### src/rtl/dvsec_cfg_pkg.sv
package dvsec_cfg_pkg;

  typedef enum logic [1:0] {BK_RO, BK_RW, BK_W1C, BK_ONCE} bkind_e;

  localparam int unsigned CAP_BYTES = 36;
  localparam int unsigned CAP_DW    = CAP_BYTES / 4;
  localparam int unsigned OFS_STAT  = 14;
  localparam int unsigned OFS_LOCK  = 16;

  // write mask of each byte inside the capability
  function automatic logic [7:0] mask_of(int unsigned o);
    case (o)
      12:                  return 8'hFD;
      13:                  return 8'h4F;
      14:                  return 8'h0F;
      16:                  return 8'h01;
      20, 21, 22, 23:      return 8'hFF;
      27:                  return 8'hF0;
      28, 29, 30, 31:      return 8'hFF;
      35:                  return 8'hF0;
      default:             return 8'h00;
    endcase
  endfunction

  function automatic bit lockable_of(int unsigned o);
    return (o == 12) || (o == 13) || (o >= 20 && o <= 23) || (o == 27) ||
           (o >= 28 && o <= 31) || (o == 35);
  endfunction

  function automatic bkind_e kind_of(int unsigned o);
    if (o == OFS_STAT) return BK_W1C;
    if (o == OFS_LOCK) return BK_ONCE;
    if (mask_of(o) != 8'h00) return BK_RW;
    return BK_RO;
  endfunction

  function automatic logic [31:0] hdr1_word(logic [11:0] len, logic [3:0] rev,
                                            logic [15:0] vid);
    return {len, rev, vid};
  endfunction

  function automatic bit placement_ok(int unsigned base, int unsigned len);
    return (base >= 256) && ((base + len) < 4096) && ((base % 4) == 0);
  endfunction

endpackage

### src/rtl/dvsec_addr_dec.sv
module dvsec_addr_dec #(
  parameter int unsigned BASE = 256,
  parameter int unsigned NDW  = 9,
  localparam int unsigned IDXW = $clog2(NDW)
) (
  input  logic [11:2]     addr,
  output logic            hit,
  output logic [IDXW-1:0] idx
);
  localparam logic [9:0] BASE_DW = 10'(BASE / 4);
  localparam logic [9:0] END_DW  = 10'(BASE / 4 + NDW);

  assign hit = (addr >= BASE_DW) && (addr < END_DW);
  assign idx = IDXW'(addr - BASE_DW);
endmodule

### src/rtl/dvsec_byte_cell.sv
module dvsec_byte_cell
  import dvsec_cfg_pkg::*;
#(
  parameter bkind_e     KIND     = BK_RW,
  parameter logic [7:0] MASK     = 8'hFF,
  parameter bit         LOCKABLE = 1'b0
) (
  input  logic       clk,
  input  logic       cold_rst_n,
  input  logic       flr_n,
  input  logic       we,
  input  logic [7:0] wdata,
  input  logic       locked,
  input  logic [7:0] set_bits,
  output logic [7:0] q
);
  localparam bit STICKY = (KIND == BK_W1C) || (KIND == BK_ONCE);

  logic [7:0] clr_bits;
  assign clr_bits = we ? (wdata & MASK) : 8'h00;

  always_ff @(posedge clk or negedge cold_rst_n) begin
    if (!cold_rst_n) begin
      q <= 8'h00;
    end else if (!flr_n && !STICKY) begin
      q <= 8'h00;
    end else begin
      case (KIND)
        BK_W1C:  q <= (q & ~clr_bits) | (set_bits & MASK);
        BK_ONCE: q <= q | clr_bits;
        default: if (we && !(LOCKABLE && locked)) q <= (q & ~MASK) | (wdata & MASK);
      endcase
    end
  end
endmodule

### src/rtl/dvsec_wmask_unit.sv
module dvsec_wmask_unit
  import dvsec_cfg_pkg::*;
#(
  parameter int unsigned CAP_BASE  = 256,
  parameter logic [15:0] VENDOR_ID = 16'hABCD,
  parameter logic [3:0]  CAP_REV   = 4'h1,
  parameter logic [15:0] CAP_ID    = 16'h0000,
  parameter logic [15:0] DEV_CAP   = 16'h0014
) (
  input  logic        clk,
  input  logic        cold_rst_n,
  input  logic        flr_n,
  input  logic        cfg_wr,
  input  logic [11:2] cfg_addr,
  input  logic [3:0]  cfg_be,
  input  logic [31:0] cfg_wdata,
  output logic [31:0] cfg_rdata,
  input  logic [3:0]  stat_set,
  output logic        cfg_locked
);
  localparam int unsigned IDXW = $clog2(CAP_DW);
  localparam logic [31:0] HDR0 = 32'h0001_0023;
  localparam logic [31:0] HDR1 = hdr1_word(12'(CAP_BYTES), CAP_REV, VENDOR_ID);
  localparam logic [31:0] HDR2 = {DEV_CAP, CAP_ID};

  if (!placement_ok(CAP_BASE, CAP_BYTES)) begin : g_bad_place
    $error("capability window out of the extended configuration range");
  end

  function automatic logic [7:0] ro_byte(int unsigned o);
    logic [31:0] w;
    w = (o < 4) ? HDR0 : (o < 8) ? HDR1 : (o < 12) ? HDR2 : 32'h0;
    return w[8*(o%4) +: 8];
  endfunction

  logic            win_hit;
  logic [IDXW-1:0] dw_idx;
  logic [7:0]      byte_q [CAP_BYTES];

  dvsec_addr_dec #(.BASE(CAP_BASE), .NDW(CAP_DW)) u_dec (
    .addr (cfg_addr),
    .hit  (win_hit),
    .idx  (dw_idx)
  );

  for (genvar b = 0; b < CAP_BYTES; b++) begin : g_byte
    localparam bkind_e K = kind_of(b);
    if (K == BK_RO) begin : g_ro
      assign byte_q[b] = ro_byte(b);
    end else begin : g_cell
      logic       we_b;
      logic [7:0] set_v;
      assign we_b  = cfg_wr && win_hit && (dw_idx == IDXW'(b / 4)) && cfg_be[b % 4];
      assign set_v = (b == OFS_STAT) ? {4'h0, stat_set} : 8'h00;
      dvsec_byte_cell #(
        .KIND     (K),
        .MASK     (mask_of(b)),
        .LOCKABLE (lockable_of(b))
      ) u_cell (
        .clk        (clk),
        .cold_rst_n (cold_rst_n),
        .flr_n      (flr_n),
        .we         (we_b),
        .wdata      (cfg_wdata[8*(b%4) +: 8]),
        .locked     (cfg_locked),
        .set_bits   (set_v),
        .q          (byte_q[b])
      );
    end
  end

  always_comb begin
    cfg_rdata = 32'h0;
    if (win_hit) begin
      for (int j = 0; j < 4; j++) begin
        cfg_rdata[8*j +: 8] = byte_q[{dw_idx, 2'(j)}];
      end
    end
  end

  // named views for the checker
  logic [15:0] ctrl_q;
  logic [7:0]  stat_q;
  logic [79:0] rng_q;
  assign ctrl_q     = {byte_q[13], byte_q[12]};
  assign stat_q     = byte_q[OFS_STAT];
  assign cfg_locked = byte_q[OFS_LOCK][0];
  assign rng_q      = {byte_q[23], byte_q[22], byte_q[21], byte_q[20], byte_q[27],
                       byte_q[31], byte_q[30], byte_q[29], byte_q[28], byte_q[35]};
endmodule

### config.mk
export PLATFORM = sky130hd
export DESIGN_NAME = dvsec_wmask_unit
export DESIGN_NICKNAME = d
export VERILOG_FILES = /design/src/rtl/dvsec_cfg_pkg.sv /design/src/rtl/dvsec_addr_dec.sv /design/src/rtl/dvsec_byte_cell.sv /design/src/rtl/dvsec_wmask_unit.sv
export SDC_FILE = /design/constraint.sdc
export NUM_CORES = 1
export LEC_CHECK = 0
export ABC_CLOCK_PERIOD_IN_PS = 3900
export BUFFER_PORTS_ARGS = -buffer_cell sky130_fd_sc_hd__clkbuf_2
export CAP_MARGIN = 25
export CORE_UTILIZATION = 33
export DETAILED_ROUTE_END_ITERATION = 6
export PLACE_DENSITY = 0.6
export SKIP_CTS_REPAIR_TIMING = 1
export SYNTH_ARGS = -nofsm -noshare
export SYNTH_HDL_FRONTEND = slang
export SYNTH_SLANG_ARGS = --single-unit
### constraint.sdc
create_clock -name clk -period 3.9 [get_ports clk]
set_input_delay 0.195 -clock clk [delete_from_list [all_inputs] [get_ports clk]]
set_output_delay 0.195 -clock clk [all_outputs]
set_load 0.02 [all_outputs]
======== After elaboration in Yosys (flattened, before gate mapping) ========
Index checks and enable logic that the tools add are counted.
Widths: inputs -> output; s select.
word-level totals
  register bits after elaboration ......... 112
  input port bits ......................... 54
  logic and storage cells ................. 125
operators by class
  add/sub/neg operators ................... 1
  order comparisons ....................... 6
  equality and inequality tests ........... 18
  muxes and demuxes ....................... 39
  bitwise gates (word level) .............. 12
  reduce and logical (&&, ||, !) cells .... 35
operators with widths
  operator             number
  $mux 8               32
  $bmux 8 s6           4
  $logic_and 1x1->1    34
  $mux 32              1
  $ge 7x7->1 const B   4
  $not 6->7            4
  $ne 2x1->1 const B   12
  $eq 4x3->1 const B   4
  $or 4x8->8           2
  $ge 10x7->1 const B  1
  $lt 10x7->1 const B  1
  $and 8x8->8          1
  $not 8->8            1
  $or 2x8->8           1
  $or 8x4->8           1
  $or 8x7->8           1
  $or 8x8->8           1
  $eq 4x2->1 const B   1
  $eq 4x4->1 const B   1
  $mux 4               1
  $sub 4x1->4 const B  1
  $logic_not 1->1      1
  $mux 1               1

======== Depth between registers and ports, before layout ========
Gate-level depths: netlist of run 1.
  depth after elaboration ................. 9
  gate-level depth with buffers ........... 7

======== Cells and area by module ========
A second synthesis of run 1 with hierarchy kept.
second synthesis, totals
  cells, all modules ...................... 622
  area total of the unflattened synthesis .. 5502.8 sq um
by module, submodules not included
  module                                          times used  cells each  area an instance (sq um)  seq. area each (sq um)
  dvsec_byte_cell (g_byte[20].g_cell.u_cell ...)  8           36          370.4                     200.2
  dvsec_wmask_unit                                1           192         1158.6                    0.0
  dvsec_byte_cell (g_byte[27].g_cell.u_cell ...)  2           24          219.0                     100.1
  dvsec_byte_cell (g_byte[12].g_cell.u_cell)      1           33          345.3                     175.2
  dvsec_byte_cell (g_byte[13].g_cell.u_cell)      1           27          269.0                     125.1
  dvsec_byte_cell (g_byte[14].g_cell.u_cell)      1           17          178.9                     100.1
  dvsec_byte_cell (g_byte[16].g_cell.u_cell)      1           10          88.8                      25.0
  dvsec_addr_dec                                  1           7           61.3                      0.0

======== Least setup slack after synthesis of run 1 ========
OpenSTA, ideal clock, no wires.
  path type ............................... input port to output port
  start ................................... input port cfg_addr[4] (netlist name)
  end ..................................... output port cfg_rdata[12]
  arrival time ............................ 1.682 ns
  setup slack ............................. 2.023 ns
  stages on the path ...................... 6
  cell sequence ........................... buf_2 -> nor3_2 -> o211ai_2 -> or2_2 -> clkbuf_1 -> nor2_1
between the ends
  cells in the longest elaborated chain, start to end .. 6
  elaborated cells between the ends (all ways) .. 9
  classes of those cells .................. add/sub (1); order compare (2); mux (4); bitwise (1); reduce/logical (1)
ends and longest elaborated chain
  item                                        line                    RTL
  start: declaration                          dvsec_wmask_unit.sv:14  input logic [11:2] cfg_addr,
  $sub 4x1->4                                 dvsec_addr_dec.sv:14    assign idx = IDXW'(addr - BASE_DW);
  $not 6->7 (not written as such)             dvsec_wmask_unit.sv:76  cfg_rdata[8*j +: 8] = byte_q[{dw_idx, 2'(j)}];
  $bmux 8 s6                                  dvsec_wmask_unit.sv:76
  $mux 8 (not written as such) (2 in series)  dvsec_wmask_unit.sv:76
  $mux 32 *                                   dvsec_wmask_unit.sv:74  if (win_hit) begin
  end: declaration                            dvsec_wmask_unit.sv:17  output logic [31:0] cfg_rdata,
Mark *: on every way between the ends. The rest lies on a longest branch, timed or not. The select of a mux whose other input is x is not followed.

======== Worst setup path after layout of run 1 ========
  start ................................... input port cfg_addr[3] (netlist name)
  end ..................................... output port cfg_rdata[21]
Same word-level chain as after synthesis.

==> flow_metrics.env, run 1 <==
export IMPL_status="complete, but fails checks"
export IMPL_violations="DRC"
export IMPL_drt_total_wl_um=12900
export IMPL_synth_top_area_share=0.458
export IMPL_peakVddDrop_mv=0.203
export IMPL_drtIter0Drc=267
export IMPL_dr_pass1_iters=7
export IMPL_hold_viol_final=0
export IMPL_hpwl_um=8820
export IMPL_hold_path_class="primary input to flop"
export IMPL_yosysWarnings=0
export IMPL_arrival_ns=2.53
export IMPL_drc=1
export IMPL_num_vias=3921
export IMPL_end_kind="primary output"
export IMPL_placementRows=44
export IMPL_cp_startpoint="cfg_addr[3]"
export IMPL_rsz0062_at_grt="no"
export IMPL_required_ns=3.70
export IMPL_clock_latency_ns=0.34
export IMPL_diodes=0
export IMPL_tns_ns=0
export IMPL_core_area_mm2=0.0145
export IMPL_cts_max_path_buffers=2
export IMPL_cts_tree="yes"
export IMPL_finalNetCount=632
export IMPL_postSynthCellCount=504
export IMPL_area_delta_synth_final_pct=19.3
export IMPL_ant_nets=0
export IMPL_period_share=0.699
export IMPL_clkTransAtPathRegs_ns=0.06
export IMPL_place_congestion=0.835
export IMPL_min_from="cfg_wdata[17]"
export IMPL_top_regs="g_byte.g_cell.u_cell.q x89"
export IMPL_die_area_mm2=0.0152
export IMPL_critPathKind="primary input to primary output"
export IMPL_ys_seq_area_frac=0.458
export IMPL_rr_startpoint="g_byte[16].g_cell.u_cell.q[0]"
export IMPL_top_register="g_byte.g_cell.u_cell.q"
export IMPL_grt_pass1_wl_um=20500
export IMPL_path_max_fanout=31
export IMPL_leakagePower_nw=2.47
export IMPL_dpl_instance_area_mm2=0.00544
export IMPL_grt_max_degree=117
export IMPL_grt_remaining_overflow=0
export IMPL_cts_sinks=89
export IMPL_start_util=0.336
export IMPL_first_global_vias=3906
export IMPL_r2r_cells=4
export IMPL_synth_seq_cells=89
export IMPL_highest_layer="met4"
export IMPL_fin_crit_ns=2.73
export IMPL_reg2reg_slack_ns=2.04
export IMPL_wl_met1_um=5850
export IMPL_antenna_found_initial=0
export IMPL_ys_types=38
export IMPL_drive_above_1_share=0.213
export IMPL_met2WireLength_um=6220
export IMPL_cts_inserted_buffers=9
export IMPL_synth_fp_nets=558
export IMPL_syn_avg_cell_area_um2=9.65
export IMPL_portBuffers=86
export IMPL_die_width_um=123
export IMPL_largest_reg_flops=89
export IMPL_setup_viol=0
export IMPL_max_slew_worst_pin_slew_ns=0.967
export IMPL_gr_usage_all_layers=0.179
export IMPL_drv_slew=0
export IMPL_die_y_um=123
export IMPL_crit_end="cfg_rdata[21]"
export IMPL_fmax_ghz=0.367
export IMPL_finish_instance_area_mm2=0.00580
export IMPL_wire_per_inst_um=16.9
export IMPL_clock_root_buffer="clkbuf_16"
export IMPL_report_power_total_mw=2.02
export IMPL_cap_violations=0
export IMPL_yosys_area_top_type="dfrtp_1"
export IMPL_wl_met3_um=641
export IMPL_power_density_mw_per_mm2=349
export IMPL_utilization=0.401
export IMPL_htree_num_levels=3
export IMPL_reg2reg_to="g_byte[23].g_cell.u_cell.q[3]"
export IMPL_ys_top_cells_by_area="dfrtp_1 (46%), mux2i_1 (23%), nand2_1 (9.4%)"
export IMPL_vias_per_cell=5.11
export IMPL_cp_start_kind="primary input"
export IMPL_fin_skew_ns=0.00511
export IMPL_slew_headroom=0.354
export IMPL_io_pins=87
export IMPL_syn_cell_area_mm2=0.00486
[synth_stat cells, drive strengths merged]
library cell,n
o2111ai,1
dfrtp,89
or3b,1
nand3b,2
nor3,8
and4bb,1
o22a,1
a32oi,4
nand2,122
nand4bb,1
nor2b,3
or2,1
o21ai,6
buf,8
nor4b,3
and2,1
mux2i,110
inv,9
nor3b,1
nand4,3
nand2b,8
o2bb2ai,4
nor2,55
and4,1
nand3,7
o21bai,4
a31oi,5
nor4,2
clkbuf,20
a21oi,21
a221oi,1
o211ai,1
[how the worst min path moves through the flow]
stage                                    endpoint  cells after the start  slack, ns
CTS                 g_byte[28].g_cell.u_cell.q[2]                      1      -0.08
floorplan           g_byte[12].g_cell.u_cell.q[0]                      0      -0.10
global placement    g_byte[28].g_cell.u_cell.q[2]                      1       0.27
finish              g_byte[14].g_cell.u_cell.q[1]                      2       0.05
detailed placement  g_byte[28].g_cell.u_cell.q[2]                      1       0.29
global route        g_byte[14].g_cell.u_cell.q[1]                      2       0.06
[critical path: stages]
cell	delay [ns]
clkbuf_2	0.46
nor3_2	0.52
o211ai_2	0.47
or2_2	0.55
nor2_1	0.13
clkbuf_2	0.18
[area by class of cell]
| class | instances | area (um2) |
|---|---|---|
| multi-input cells | 378 | 2490 |
| flip-flops and latches | 89 | 2230 |
| clock buffers | 12 | 246 |
| clock inverters | 4 | 76.3 |
| repair buffers | 91 | 495 |
| well taps | 184 | 230 |
| inverters | 9 | 33.8 |
| fillers | 1420 | 8680 |
[placed cells by master, fill, tap and decap left out, types with 7 or more instances in the layout]
master / instances
a21oi_1: 21
clkbuf_16: 9
clkbuf_2: 84
dfrtp_1: 89
inv_1: 9
mux2i_1: 110
nand2_1: 122
nand2b_1: 8
nand3_1: 7
nor2_1: 51
[stage by stage]
| step | hold WS, ns | std cells | setup slack, ns |
|---|---|---|---|
| floorplan | -0.101 | 504 | 2.02 |
| global placement | 0.272 | 749 | 1.25 |
| detailed placement | 0.286 | 749 | 1.17 |
| CTS | -0.0773 | 765 | 1.18 |
| global route | 0.0555 | 767 | 1.03 |
| finish | 0.0454 | 767 | 1.17 |
[metal layers]
metal  up-vias  track usage
met3        17       0.0337
met4         0       0.0685
met2       104        0.287
met1      1924        0.238
met5         -            0
li1       1876            -
[cells by family after synthesis]
group,after synthesis,share of synthesized area
buffers and inverters,37,0.0298
muxes,110,0.226
AOI/OAI and AO/OA,48,0.0671
and+or+nand+nor,220,0.219
DFF,89,0.458
[where the power goes]
group,total [mW],internal (mW),switching (mW)
combinational,0.158,0.0479,0.110
clock,0.941,0.581,0.360
sequential,0.923,0.923,0.000199
total,2.02,1.55,0.470
(Power assumes the default switching activity.)
==> run 2, diff against run 1 <==
- ABC_CLOCK_PERIOD_IN_PS: 3900 -> 2700
- clock period: 3.9 -> 2.7 ns (I/O delays scaled with it)
==> run 2 against run 1 <==
  * The run ends with DRC, hold timing left
  * Critical path depth increased by 1
  * Global-route usage fell by 0.26 points
  * Die area unchanged
  * Hold slack got worse by 0.048 ns
  * Combinational power increased by 47%
==> flow_metrics.env, run 2 (same netlist as run 1, synthesis figures left out) <==
export IMPL_seq_area_mm2=0.00223
export IMPL_cpLargestDelayFamily="buffers and inverters"
export IMPL_hold_viol_final=1
export IMPL_largest_reg_flops=89
export IMPL_fmax_ghz=0.524
export IMPL_path_max_fanout=24
export IMPL_n_fill_cell=1415
export IMPL_final_cell_mix="nand2_1 (122), mux2i_1 (110), dfrtp_1 (89)"
export IMPL_cap_violations=0
export IMPL_cts_inserted_buffers=9
export IMPL_period_share=0.707
export IMPL_antenna_found_initial=0
export IMPL_cts_tree="yes"
export IMPL_clock_latency_ns=0.34
export IMPL_num_vias=3911
export IMPL_placementRows=44
export IMPL_drv_slew=0
export IMPL_critPathMaxStageDelay_ns=0.47
export IMPL_grt_remaining_overflow=0
export IMPL_crit_buf_inv=3
export IMPL_wire_per_inst_um=16.7
export IMPL_leakagePower_nw=2.49
export IMPL_gr_usage_all_layers=0.176
export IMPL_dr_pass1_iters=7
export IMPL_clock_root_buffer="clkbuf_16"
export IMPL_grt_pass1_wl_um=20300
export IMPL_worstPathCellList="clkbuf_2, buf_4, nor2b_1, o2bb2ai_1, a32oi_1, nor2_1, clkbuf_2"
export IMPL_top_regs="g_byte.g_cell.u_cell.q x89"
export IMPL_clkTransAtPathRegs_ns=0.06
export IMPL_htree_num_levels=3
export IMPL_dpl_instance_area_mm2=0.00552
export IMPL_finalNetCount=640
export IMPL_status="complete, but fails checks"
export IMPL_hpwl_um=9270
export IMPL_power_density_mw_per_mm2=484
export IMPL_slew_headroom=0.522
export IMPL_fin_crit_ns=1.91
export IMPL_die_y_um=123
export IMPL_arrival_ns=1.77
export IMPL_cts_max_path_buffers=2
export IMPL_fin_skew_ns=0.00567
export IMPL_critPathKind="primary input to primary output"
export IMPL_setup_viol=0
export IMPL_die_width_um=123
export IMPL_cpMostUsedCell="clkbuf_2"
export IMPL_drtIter0Drc=224
export IMPL_ant_nets=0
export IMPL_tns_ns=0
export IMPL_finish_instance_area_mm2=0.00582
export IMPL_area_delta_synth_final_pct=19.7
export IMPL_start_util=0.336
export IMPL_max_slew_worst_pin_slew_ns=0.716
export IMPL_end_kind="primary output"
export IMPL_io_pins=87
export IMPL_top_register="g_byte.g_cell.u_cell.q"
export IMPL_hold_path_class="primary input to flop"
export IMPL_drt_total_wl_um=13000
export IMPL_cp_start_kind="primary input"
export IMPL_first_global_vias=3899
export IMPL_multiInputGateArea_mm2=0.00249
export IMPL_core_area_mm2=0.0145
export IMPL_diodes=0
export IMPL_violations="DRC, hold timing"
export IMPL_portBuffers=86
export IMPL_place_congestion=0.849
export IMPL_grt_max_degree=70
export IMPL_peakVddDrop_mv=0.335
export IMPL_drive_above_1_share=0.220
export IMPL_cts_sinks=89
export IMPL_vias_per_cell=5.05
export IMPL_crit_slowest_cell="nor2b_1"
export IMPL_required_ns=2.57
export IMPL_rsz0062_at_grt="no"
export IMPL_holdWs_ns=-0.00257
export IMPL_drc=1
export IMPL_die_area_mm2=0.0152
export IMPL_layout_commonest_cell="nand2_1"
run 2: area by class of cell:
cell class,instances,area share
tap,184,0.0396
clock buffer,13,0.0430
multi-input combinational,378,0.428
clock inverter,2,0.00667
timing repair buffer,99,0.0942
inverter,9,0.00581
sequential,89,0.383
run 2: through the flow:
stage	setup WS (ns)	hold slack (ns)	total power, mW	std cells	utilization
6_report	0.790	-0.00257	2.81	774	0.402
5_1_grt	0.710	0.00215	2.92	774	0.402
4_1_cts	0.816	-0.163	2.83	773	0.401
3_5_place_dp	0.492	0.198	1.59	758	0.381
3_3_place_gp	0.612	0.188	1.59	758	0.381
2_1_floorplan	0.943	-0.161	1.48	504	-
run 2: report_power, final:
group / switching [mW] / leakage [nW] / internal (mW) / total, mW
clock network: 0.507 / 0.140 / 0.741 / 1.25
logic: 0.160 / 1.13 / 0.0719 / 0.232
registers: 0.000281 / 1.22 / 1.33 / 1.33
run 2: final timing paths:
| check | endpoint | from | cells after the start | slack, ns |
|---|---|---|---|---|
| min reg2reg | g_byte[13].g_cell.u_cell.q[0] | g_byte[13].g_cell.u_cell.q[0] | 2 | 0.52 |
| min in group asynchronous | g_byte[29].g_cell.u_cell.q[0] | cold_rst_n | 2 | 0.36 |
| min | g_byte[14].g_cell.u_cell.q[1] | cfg_wdata[17] | 2 | -0.003 |
| max reg2reg | g_byte[31].g_cell.u_cell.q[5] | g_byte[16].g_cell.u_cell.q[0] | 4 | 0.83 |
| max in group asynchronous | g_byte[16].g_cell.u_cell.q[0] | cold_rst_n | 3 | 1.60 |
| max | cfg_rdata[28] | cfg_addr[3] | 7 | 0.79 |
run 2: layer usage:
metal / track usage / up-vias / part of all wire
met3: 0.0383 / 16 / 0.060
met1: 0.236 / 1880 / 0.45
li1: - / 1897 / -
met2: 0.286 / 118 / 0.48
met4: 0.0482 / 0 / 0.014
met5: 0 / - / 0
==> run 3, diff against run 2 <==
- ABC_AREA: unset -> 1
- ABC_CLOCK_PERIOD_IN_PS: 2700 -> 1700
- PLACE_DENSITY: 0.6 -> 0.62
- clock period: 2.7 -> 1.7 ns (I/O delays scaled with it)
==> run 3 against run 2 <==
  * The flow now finishes without violations
  * Die area is 0.20% higher
  * Flip-flop and latch count unchanged
  * Wire length grew 15%
  * Total power increased by 70%
  * Final cell count increased by 21%
  * Register-to-register slack got worse by 0.58 ns
  * Combinational power up 60%
  * Critical path depth shrank 2
  * Clock power is 83% higher
  * Critical endpoint is now cfg_rdata[0]
==> flow_metrics.env, run 3 <==
export IMPL_die_area_mm2=0.0153
export IMPL_synth_fp_nets=707
export IMPL_clkTransAtPathRegs_ns=0.06
export IMPL_worstPathCellList="inv_1, o31ai_2, nor2_1, nor2_2, buf_4"
export IMPL_dpl_worst_slack_ns=0.179
export IMPL_critPathKind="flop to primary output"
export IMPL_final_cell_mix="nand2_1 (207), nand3_1 (150), dfrtp_1 (88)"
export IMPL_wl_met3_um=644
export IMPL_clock_root_buffer="clkbuf_16"
export IMPL_period_share=0.925
export IMPL_fin_skew_ns=0.00347
export IMPL_hpwl_um=10400
export IMPL_syn_avg_cell_area_um2=7.46
export IMPL_p_int_mw=3.68
export IMPL_wl_met1_um=6780
export IMPL_synth_seq_cells=89
export IMPL_fmax_ghz=0.636
export IMPL_grt_pass1_wl_um=23600
export IMPL_utilization=0.422
export IMPL_pwr_share_clk=0.479
export IMPL_highest_layer="met4"
export IMPL_largest_reg_flops=89
export IMPL_cap_violations=0
export IMPL_cts_tree="yes"
export IMPL_async_reset_ff_frac=1.00
export IMPL_status="complete, no violations"
export IMPL_comb_power_share=0.078
export IMPL_synth_most_common_cell="nand2_1"
export IMPL_seqPwrFrac=0.443
export IMPL_power_switching_mw=1.10
export IMPL_finalNetCount=805
export IMPL_met2WireLength_um=7240
export IMPL_num_vias=4782
export IMPL_synth_edf_count=0
export IMPL_drv_slew=0
export IMPL_required_ns=1.62
export IMPL_ys_top_cells_by_area="dfrtp_1 (46%), nand2_1 (16%), nand3_1 (15%)"
export IMPL_yosys_area_top_type="dfrtp_1"
export IMPL_ys_types=29
export IMPL_ys_seq_area_frac=0.457
export IMPL_report_power_total_mw=4.77
export IMPL_antenna_found_initial=0
export IMPL_drc=0
export IMPL_wire_per_inst_um=15.9
export IMPL_ant_nets=0
export IMPL_hold_viol_final=0
export IMPL_slew_headroom=0.656
export IMPL_n_fill_cell=1508
export IMPL_tns_ns=0
export IMPL_ys_flop_type="dfrtp_1"
export IMPL_grt_remaining_overflow=0
export IMPL_ys_top_cells_by_count="nand2_1 (207), nand3_1 (150), dfrtp_1 (89)"
export IMPL_critPathMaxStageDelay_ns=0.41
export IMPL_vias_per_cell=5.09
export IMPL_rsz0062_at_grt="no"
export IMPL_syn_cell_area_mm2=0.00487
export IMPL_synth_top_area_share=0.457
export IMPL_hold_path_class="primary input to flop"
export IMPL_fin_ws_ns=0.127
export IMPL_clock_latency_ns=0.34
export IMPL_path_max_fanout=5
export IMPL_top_register="g_byte.g_cell.u_cell.q"
export IMPL_setup_viol=0
export IMPL_power_density_mw_per_mm2=781
export IMPL_max_slew_worst_pin_slew_ns=0.513
export IMPL_drtIter0Drc=353
export IMPL_top_regs="g_byte.g_cell.u_cell.q x89"
export IMPL_gr_usage_all_layers=0.208
export IMPL_drive_above_1_share=0.220
export IMPL_postSynthCellCount=653
export IMPL_p_sw_frac=0.230
export IMPL_cp_start_kind="flop"
export IMPL_dr_pass1_iters=5
export IMPL_htree_num_levels=3
export IMPL_die_y_um=124
export IMPL_peakVddDrop_mv=0.461
export IMPL_area_delta_synth_final_pct=25.5
export IMPL_drt_total_wl_um=14900
export IMPL_core_area_mm2=0.0145
export IMPL_cts_max_path_buffers=2
export IMPL_die_width_um=124
export IMPL_holdWs_ns=0.0213
export IMPL_yosysWarnings=0
export IMPL_io_pins=87
export IMPL_placementRows=44
export IMPL_portBuffers=86
export IMPL_first_global_vias=4454
export IMPL_cts_sinks=89
export IMPL_grt_max_degree=58
export IMPL_crit_slowest_cell="dfrtp_2"
export IMPL_diodes=0
export IMPL_end_kind="primary output"
export IMPL_layout_commonest_cell="nand2_1"
export IMPL_start_util=0.337
export IMPL_leakagePower_nw=3.29
export IMPL_arrival_ns=1.49
export IMPL_place_congestion=0.794
export IMPL_fin_crit_ns=1.57
export IMPL_cts_inserted_buffers=9
==> run 3: cell types whose count changed after synthesis, sizes merged, moves of 16 or more <==
cell   before  now
a21oi      21    5
mux2i     110    0
inv         9   61
nand3       7  161
nor2       55   32
nand2     122  209
buf         8   29
==> run 3: cell type report <==
class / instances / area [um2] / area share
clock buffers: 9 / 225 / 0.0368
flip-flops and latches: 89 / 2230 / 0.364
repair buffers: 124 / 861 / 0.141
multi-input cells: 463 / 2210 / 0.361
inverters: 64 / 241 / 0.0395
clock inverters: 7 / 119 / 0.0194
well taps: 184 / 230 / 0.0377
==> run 3: cell families after synthesis <==
| logic type | share of synthesized area |
|---|---|
| AOI/OAI and AO/OA | 0.0655 |
| buffers and inverters | 0.0922 |
| and+or+nand+nor | 0.385 |
| DFF | 0.457 |
==> run 3: final timing paths <==
| check | startpoint | end | slack [ns] | cells past startpoint |
|---|---|---|---|---|
| max in group asynchronous | cold_rst_n | g_byte[28].g_cell.u_cell.q[4] | 0.87 | 3 |
| worst min register to register | g_byte[14].g_cell.u_cell.q[3] | g_byte[14].g_cell.u_cell.q[3] | 0.47 | 2 |
| worst max register to register | g_byte[16].g_cell.u_cell.q[0] | g_byte[28].g_cell.u_cell.q[5] | 0.25 | 4 |
| worst max-delay path | g_byte[16].g_cell.u_cell.q[0] | cfg_rdata[0] | 0.13 | 5 |
| min in group asynchronous | cold_rst_n | g_byte[35].g_cell.u_cell.q[6] | 0.23 | 2 |
| worst min-delay path | cfg_wdata[30] | g_byte[35].g_cell.u_cell.q[6] | 0.02 | 3 |
==> run 3: through the flow <==
step                      cell area (um2)  instances
after floorplan                      4870        653
after global placement               5700        919
after detailed placement             5700        919
after CTS                            6050        935
after global routing                 6110        940
final                                6110        940
==> run 3: critical path: cells and delay by family, from the launching register on <==
family,cells,cell delay (ns)
buffers and inverters,2,0.25
DFF,1,0.41
AOI/OAI and AO/OA,1,0.27
and+or+nand+nor,2,0.23
==> run 3: power by group through the flow <==
stage / Clock [mW] / Combinational (mW) / Sequential (mW)
floorplan: 0 / 0.156 / 2.16
global placement: 0 / 0.363 / 2.16
detailed placement: 0 / 0.362 / 2.16
CTS: 2.32 / 0.365 / 2.12
global route: 2.41 / 0.415 / 2.12
finish: 2.29 / 0.372 / 2.12
==> run 3: routing by layer <==
metal / vias to the layer above / global-route usage
met5: - / 0
met2: 134 / 0.344
li1: 2350 / -
met4: 0 / 0.0595
met3: 15 / 0.0341
met1: 2283 / 0.279
